**src/rtl/irq_seq_pkg.sv**
```systemverilog
package irq_seq_pkg;
  typedef enum logic [1:0] {
    ST_IDLE = 2'd0,
    ST_PUSH = 2'd1,
    ST_LOAD = 2'd2,
    ST_DONE = 2'd3
  } seq_state_e;

  typedef enum logic [1:0] {
    SLOT_PSW = 2'd0,
    SLOT_CSP = 2'd1,
    SLOT_IP  = 2'd2
  } frame_slot_e;
endpackage

```
**src/rtl/irq_grant_latch.sv**
```systemverilog
module irq_grant_latch #(
  parameter int W     = 16,
  parameter int CSP_W = 8,
  parameter int SRC_W = 5,
  parameter int LVL_W = 4
) (
  input  logic             clk,
  input  logic             rst_n,
  input  logic             take,
  input  logic [W-1:0]     psw_in,
  input  logic [W-1:0]     ip_in,
  input  logic [CSP_W-1:0] csp_in,
  input  logic [SRC_W-1:0] src_in,
  input  logic [LVL_W-1:0] lvl_in,
  input  logic             seg_dis_in,
  output logic [W-1:0]     psw_q,
  output logic [W-1:0]     ip_q,
  output logic [CSP_W-1:0] csp_q,
  output logic [SRC_W-1:0] src_q,
  output logic [LVL_W-1:0] lvl_q,
  output logic             seg_dis_q
);
  // Context is frozen at the accept edge; later input changes are not seen.
  always_ff @(posedge clk or negedge rst_n) begin
    if (!rst_n) begin
      psw_q     <= '0;
      ip_q      <= '0;
      csp_q     <= '0;
      src_q     <= '0;
      lvl_q     <= '0;
      seg_dis_q <= 1'b0;
    end else if (take) begin
      psw_q     <= psw_in;
      ip_q      <= ip_in;
      csp_q     <= csp_in;
      src_q     <= src_in;
      lvl_q     <= lvl_in;
      seg_dis_q <= seg_dis_in;
    end
  end
endmodule

```
**src/rtl/irq_entry_fsm.sv**
```systemverilog
module irq_entry_fsm
  import irq_seq_pkg::*;
(
  input  logic        clk,
  input  logic        rst_n,
  input  logic        grant_valid,
  input  logic        seg_dis_q,
  input  logic        push_fire,
  output logic        grant_ready,
  output logic        take,
  output logic        push_req,
  output frame_slot_e slot,
  output logic        ctx_load,
  output logic        done
);
  seq_state_e state_q;
  frame_slot_e slot_q;

  assign grant_ready = (state_q == ST_IDLE);
  assign take        = grant_valid && grant_ready;
  assign push_req    = (state_q == ST_PUSH);
  assign ctx_load    = (state_q == ST_LOAD);
  assign done        = (state_q == ST_DONE);
  assign slot        = slot_q;

  always_ff @(posedge clk or negedge rst_n) begin
    if (!rst_n) begin
      state_q <= ST_IDLE;
      slot_q  <= SLOT_PSW;
    end else begin
      case (state_q)
        ST_IDLE: if (take) begin
          state_q <= ST_PUSH;
          slot_q  <= SLOT_PSW;
        end
        ST_PUSH: if (push_fire) begin
          case (slot_q)
            SLOT_PSW: slot_q  <= seg_dis_q ? SLOT_IP : SLOT_CSP;
            SLOT_CSP: slot_q  <= SLOT_IP;
            default:  state_q <= ST_LOAD;
          endcase
        end
        ST_LOAD: state_q <= ST_DONE;
        default: state_q <= ST_IDLE;
      endcase
    end
  end

  assert_busy_after_accept_R1: assert property (@(posedge clk) disable iff (!rst_n)
    (grant_valid && grant_ready) |=> !grant_ready);
  assert_done_follows_load_R7: assert property (@(posedge clk) disable iff (!rst_n)
    ctx_load |=> (done && !ctx_load));
  assert_ready_after_done_R7: assert property (@(posedge clk) disable iff (!rst_n)
    done |=> grant_ready);
endmodule

```
**src/rtl/irq_stack_pusher.sv**
```systemverilog
module irq_stack_pusher #(
  parameter int W = 16
) (
  input  logic         clk,
  input  logic         rst_n,
  input  logic         start,
  input  logic [W-1:0] sp_in,
  input  logic [W-1:0] limit,
  input  logic         push_req,
  input  logic [W-1:0] push_data,
  input  logic         wr_ready,
  output logic         wr_valid,
  output logic [W-1:0] wr_addr,
  output logic [W-1:0] wr_data,
  output logic         push_fire,
  output logic [W-1:0] sp_out,
  output logic         ovf
);
  localparam logic [W-1:0] WORD_BYTES = W'(W / 8);

  logic [W-1:0] sp_q;
  logic [W-1:0] next_sp;
  logic         ovf_q;

  assign next_sp   = sp_q - WORD_BYTES;
  assign wr_valid  = push_req;
  assign wr_addr   = next_sp;
  assign wr_data   = push_data;
  assign push_fire = push_req && wr_ready;
  assign sp_out    = sp_q;
  assign ovf       = ovf_q;

  always_ff @(posedge clk or negedge rst_n) begin
    if (!rst_n) begin
      sp_q  <= '0;
      ovf_q <= 1'b0;
    end else if (start) begin
      sp_q <= sp_in;
    end else if (push_fire) begin
      sp_q <= next_sp;
      if (next_sp < limit) ovf_q <= 1'b1;
    end
  end

  assert_wr_hold_R8: assert property (@(posedge clk) disable iff (!rst_n)
    (wr_valid && !wr_ready) |=> (wr_valid && $stable(wr_addr) && $stable(wr_data)));
  assert_sp_step_R2: assert property (@(posedge clk) disable iff (!rst_n)
    push_fire |=> (sp_out == $past(wr_addr)));
  assert_ovf_sticky_R9: assert property (@(posedge clk) disable iff (!rst_n)
    ovf |=> ovf);
endmodule

```
**src/rtl/irq_ctx_build.sv**
```systemverilog
module irq_ctx_build
  import irq_seq_pkg::*;
#(
  parameter int W         = 16,
  parameter int CSP_W     = 8,
  parameter int SRC_W     = 5,
  parameter int LVL_W     = 4,
  parameter int ILVL_LSB  = 12,
  parameter int VEC_SHIFT = 2
) (
  input  logic [W-1:0]     psw_q,
  input  logic [W-1:0]     ip_q,
  input  logic [CSP_W-1:0] csp_q,
  input  logic [SRC_W-1:0] src_q,
  input  logic [LVL_W-1:0] lvl_q,
  input  logic             seg_dis_q,
  input  frame_slot_e      slot,
  output logic [W-1:0]     push_data,
  output logic [W-1:0]     psw_out,
  output logic [W-1:0]     ip_out,
  output logic [CSP_W-1:0] csp_out
);
  always_comb begin
    psw_out = psw_q;
    psw_out[ILVL_LSB +: LVL_W] = lvl_q;
  end

  assign ip_out  = W'(src_q) << VEC_SHIFT;
  assign csp_out = seg_dis_q ? csp_q : '0;

  always_comb begin
    case (slot)
      SLOT_CSP: push_data = W'(csp_q);
      SLOT_IP:  push_data = ip_q;
      default:  push_data = psw_q;
    endcase
  end
endmodule

```
**src/rtl/irq_entry_seq.sv**
```systemverilog
module irq_entry_seq
  import irq_seq_pkg::*;
#(
  parameter int W         = 16,
  parameter int CSP_W     = 8,
  parameter int SRC_W     = 5,
  parameter int LVL_W     = 4,
  parameter int ILVL_LSB  = 12,
  parameter int VEC_SHIFT = 2
) (
  input  logic             clk,
  input  logic             rst_n,
  input  logic             grant_valid,
  output logic             grant_ready,
  input  logic [SRC_W-1:0] grant_src,
  input  logic [LVL_W-1:0] grant_lvl,
  input  logic             seg_dis,
  input  logic [W-1:0]     psw_in,
  input  logic [W-1:0]     ip_in,
  input  logic [CSP_W-1:0] csp_in,
  input  logic [W-1:0]     sp_in,
  input  logic [W-1:0]     stk_limit,
  output logic             stk_wr_valid,
  input  logic             stk_wr_ready,
  output logic [W-1:0]     stk_wr_addr,
  output logic [W-1:0]     stk_wr_data,
  output logic [W-1:0]     sp_out,
  output logic             stk_ovf,
  output logic             ctx_load,
  output logic [W-1:0]     psw_out,
  output logic [W-1:0]     ip_out,
  output logic [CSP_W-1:0] csp_out,
  output logic             clr_req,
  output logic [SRC_W-1:0] clr_src,
  output logic             done
);
  logic             take, push_req, push_fire;
  frame_slot_e      slot;
  logic [W-1:0]     psw_q, ip_q, push_data;
  logic [CSP_W-1:0] csp_q;
  logic [SRC_W-1:0] src_q;
  logic [LVL_W-1:0] lvl_q;
  logic             seg_dis_q;

  irq_grant_latch #(.W(W), .CSP_W(CSP_W), .SRC_W(SRC_W), .LVL_W(LVL_W)) u_latch (
    .clk(clk), .rst_n(rst_n), .take(take),
    .psw_in(psw_in), .ip_in(ip_in), .csp_in(csp_in),
    .src_in(grant_src), .lvl_in(grant_lvl), .seg_dis_in(seg_dis),
    .psw_q(psw_q), .ip_q(ip_q), .csp_q(csp_q),
    .src_q(src_q), .lvl_q(lvl_q), .seg_dis_q(seg_dis_q)
  );

  irq_entry_fsm u_fsm (
    .clk(clk), .rst_n(rst_n), .grant_valid(grant_valid),
    .seg_dis_q(seg_dis_q), .push_fire(push_fire),
    .grant_ready(grant_ready), .take(take), .push_req(push_req),
    .slot(slot), .ctx_load(ctx_load), .done(done)
  );

  irq_stack_pusher #(.W(W)) u_push (
    .clk(clk), .rst_n(rst_n), .start(take), .sp_in(sp_in), .limit(stk_limit),
    .push_req(push_req), .push_data(push_data), .wr_ready(stk_wr_ready),
    .wr_valid(stk_wr_valid), .wr_addr(stk_wr_addr), .wr_data(stk_wr_data),
    .push_fire(push_fire), .sp_out(sp_out), .ovf(stk_ovf)
  );

  irq_ctx_build #(.W(W), .CSP_W(CSP_W), .SRC_W(SRC_W), .LVL_W(LVL_W),
                  .ILVL_LSB(ILVL_LSB), .VEC_SHIFT(VEC_SHIFT)) u_ctx (
    .psw_q(psw_q), .ip_q(ip_q), .csp_q(csp_q), .src_q(src_q), .lvl_q(lvl_q),
    .seg_dis_q(seg_dis_q), .slot(slot), .push_data(push_data),
    .psw_out(psw_out), .ip_out(ip_out), .csp_out(csp_out)
  );

  assign clr_req = ctx_load;
  assign clr_src = src_q;

  assert_vec_align_R5: assert property (@(posedge clk) disable iff (!rst_n)
    ctx_load |-> (ip_out[VEC_SHIFT-1:0] == '0));
  assert_seg_csp_zero_R5: assert property (@(posedge clk) disable iff (!rst_n)
    (ctx_load && !seg_dis_q) |-> (csp_out == '0));
  assert_no_write_at_load_R6: assert property (@(posedge clk) disable iff (!rst_n)
    ctx_load |-> !stk_wr_valid);
endmodule

```
**config.mk**
```make
export PLATFORM = sky130hd
export DESIGN_NAME = irq_entry_seq
export DESIGN_NICKNAME = d
export VERILOG_FILES = /design/src/rtl/irq_seq_pkg.sv /design/src/rtl/irq_grant_latch.sv /design/src/rtl/irq_entry_fsm.sv /design/src/rtl/irq_stack_pusher.sv /design/src/rtl/irq_ctx_build.sv /design/src/rtl/irq_entry_seq.sv
export SDC_FILE = /design/constraint.sdc
export NUM_CORES = 1
export LEC_CHECK = 0
export ABC_AREA = 0
export BUFFER_PORTS_ARGS = -buffer_cell sky130_fd_sc_hd__buf_2
export CORE_MARGIN = 4
export CORE_UTILIZATION = 52
export CTS_CLUSTER_SIZE = 40
export DETAILED_ROUTE_END_ITERATION = 7
export GPL_TIMING_DRIVEN = 0
export HOLD_SLACK_MARGIN = 0.02
export PLACE_DENSITY = 0.87
export REMOVE_ABC_BUFFERS = 1
export SLEW_MARGIN = 20
export SYNTH_ARGS = -nofsm -noshare
export SYNTH_HDL_FRONTEND = slang
export SYNTH_SLANG_ARGS = --single-unit
export TNS_END_PERCENT = 5
```
**constraint.sdc**
```tcl
create_clock -name clk -period 9.2 [get_ports clk]
set_input_delay 2.76 -clock clk [delete_from_list [all_inputs] [get_ports clk]]
set_output_delay 2.76 -clock clk [all_outputs]
set_load 0.01 [all_outputs]
```
==> out/metrics.cfg <==
[layout]
final_cells = 666
nets = 669
drive_gt1_share_pct = 43.4
antenna_cells = 0
area.growth.synth_to_final_pct = 22.8

[synth]
synthArstFlopShare_pct = 100
synthCells = 413
ys.flop_type = dfrtp_1
synth.most_common_cell = dfrtp_1
synthDistinctLibCells = 34
synth_top_cell_by_area = dfrtp_1
syn_area_um2 = 4150
synthDominantCellAreaShare_pct = 42.8
yosysWarnings = 0
yosysSeqAreaShare_pct = 42.8
synthTopCellsByArea = dfrtp_1, mux2_2, ha_1, buf_4, a21oi_1
syn_avg_cell_area_um2 = 10.0
synth_edf_count = 0
ys_ff_latch = 71
yosys-top-cells-count = dfrtp_1, mux2_2, nor2_1

[floorplan]
die_y_um = 97.3
die_w_um = 97.3
core_um2 = 7730
io_pins = 185
start_util_pct = 53.7
rows = 32
die_area_um2 = 9470

[timing]
fin_skew_ps = 6.57
setup_viol = 0
slew-limit-headroom_pct = 49.8
min_period_over_period_pct = 59.6
drv_slew = 0
fin_setup_tns_ps = 0
rsz0062_at_grt = false
tightestPinTransition_ps = 753
hold_viol = 0
finalCriticalPeriod_ps = 5480
clock.fmax_mhz = 183

[setup_path]
crit_family = simple AND/OR/NAND/NOR gates
cp-end-kind = primary output
crit_arrival_ps = 2720
cp.buffers_inverters = 2
worstSetupStartpointType = flop
crit_path_max_fanout = 9
cp_slowest_cell = or4_4
crit_chain = inv_1, ha_1, or3b_1, or4_4, nor3_1, xor2_1, buf_2
worst-endpoint-required_ps = 6440
critical_path.max_stage_delay_ps = 540
path_class = reg -> out

[grt]
grt_pass1_wl_um = 16700
grt_pass1_vias = 3689
antenna_found_initial = 0
grt_max_degree = 47
grt-ovfl-total = 0
track_usage_pct = 21.3

[power_and_ir_drop]
leakagePower_nw = 2.53
pwr-share-clk_pct = 12.4
ir_drop_uv = 201
p_seq_share_pct = 34.6
switchingPower_uw = 767
sw_frac_of_total_pct = 43.1
p_int_mw = 1.01
p_per_area_nw_per_um2 = 349
power_frac_comb_pct = 53.0

[route]
antenna_left = 0
routedWlPerCell_um = 15.1
first_pass_iters = 4
route.detailed.drc = 0
postRouteWirelength_um = 10000
vias = 3423
dr.first_iter.drc_count = 88
viasPerCell = 5.14

[clock_network]
clk_pin_slew_worst_paths_ps = 80
postCtsSetupBuffers = 0
cts_tree = done
max-clock-path-buffers = 2
insertion_delay_ps = 330
cts.sinks = 71
cts_resized = 0
ctsHoldBuffers = 0
cts_max_level = 3
root_buffer = clkbuf_8
cts_made_buffers = 9

[placement]
port_buffers = 173
gp_congestion = 0.857
hpwlAfterDp_um = 7840
dp_cells = 650

[run_status]
status = completed

[hold_path]
hold_class = reg -> reg

[job]
drv_cap = 0

cell usage in the layout (no fill, tap or decap), drive strengths merged, types with 6 or more instances in the layout:
cell type,synthesis,routed
a21oi,32,32
a22oi,8,8
and2,10,10
buf,32,175
clkbuf,18,10
conb,1,11
dfrtp,71,71
ha,24,24
inv,30,32
mux2,51,51
nand2,23,23
nor2,36,36
nor3,9,9
nor4,6,6
o21ai,15,15
xnor2,14,14
xor2,12,12
metrics by stage:
stage               total power, mW  hold slack (ps)  area [um^2]  setup slack, ps  utilization [%]
finish                         1.78              507         5090             3720             65.9
global route                   1.92              532         5090             3580             65.9
CTS                            1.79              507         5090             3700             65.9
detailed placement             1.57              488         4920             4080             63.7
global placement               1.52              485         4870             3270             63.0
floorplan                      1.18              480         3880             4180                -
routing by layer:
layer  GRT usage, %  vias to the layer above  wire length [um]
met5              0                        -                 0
met4           6.71                        0               132
met3           9.33                       15              1010
met2           38.7                      141              5180
met1           21.8                     1635              3720
li1               -                     1632                 -
worst paths after layout:
check | from | end | slack [ps] | cells past startpoint
setup reg to reg | u_push.sp_out[1] | u_push.ovf | 5780 | 12
min in group asynchronous | rst_n | u_latch.psw_q[8] | 2330 | 1
hold / removal | u_latch.lvl_q[0] | u_latch.lvl_q[0] | 510 | 1
setup / recovery | u_push.sp_out[1] | stk_wr_addr[13] | 3720 | 7
hold reg to reg | u_latch.lvl_q[0] | u_latch.lvl_q[0] | 510 | 1
max in group asynchronous | rst_n | u_fsm.state_q[1] | 6310 | 2
sequential cells by signal, summed over array words and instances (netlist names):
signal	cells
u_latch.lvl_q	4
u_push.ovf	1
u_latch.psw_q	16
u_latch.seg_dis_q	1
u_latch.ip_q	16
u_fsm.slot	2
u_latch.csp_q	8
u_fsm.state_q	2
u_push.sp_out	16
u_latch.src_q	5
area by class of cell:
cell class                      count  area (um^2)
Clock inverter                      6         45.0
Multi-Input combinational cell    272         1990
Fill cell                         619         2640
Inverter                           30          113
Clock buffer                       10          128
Timing Repair Buffer              175          908
Tap cell                          102          128
Sequential cell                    71         1780
power groups by stage:
| stage | Combinational (mW) | Sequential [mW] | Clock [mW] |
|---|---|---|---|
| 4_1_cts | 0.951 | 0.615 | 0.227 |
| 3_5_place_dp | 0.947 | 0.619 | 0 |
| 5_1_grt | 1.04 | 0.640 | 0.245 |
| 2_1_floorplan | 0.547 | 0.636 | 0 |
| 3_3_place_gp | 0.912 | 0.605 | 0 |
| 6_report | 0.942 | 0.616 | 0.220 |
kinds of logic (layout without fill, tap and decap cells):
family	Yosys count	count (layout)	share of synthesized area [%]
simple gates	98	98	11.8
xor+xnor	26	26	5.49
fa+ha+maj	24	24	7.24
buf+inv	80	221	10.2
compound gates	61	61	8.27
other cells	1	11	0.0904
mux	52	52	14.1
flops	71	71	42.8
No activity file was read; power rests on OpenSTA's default activity.
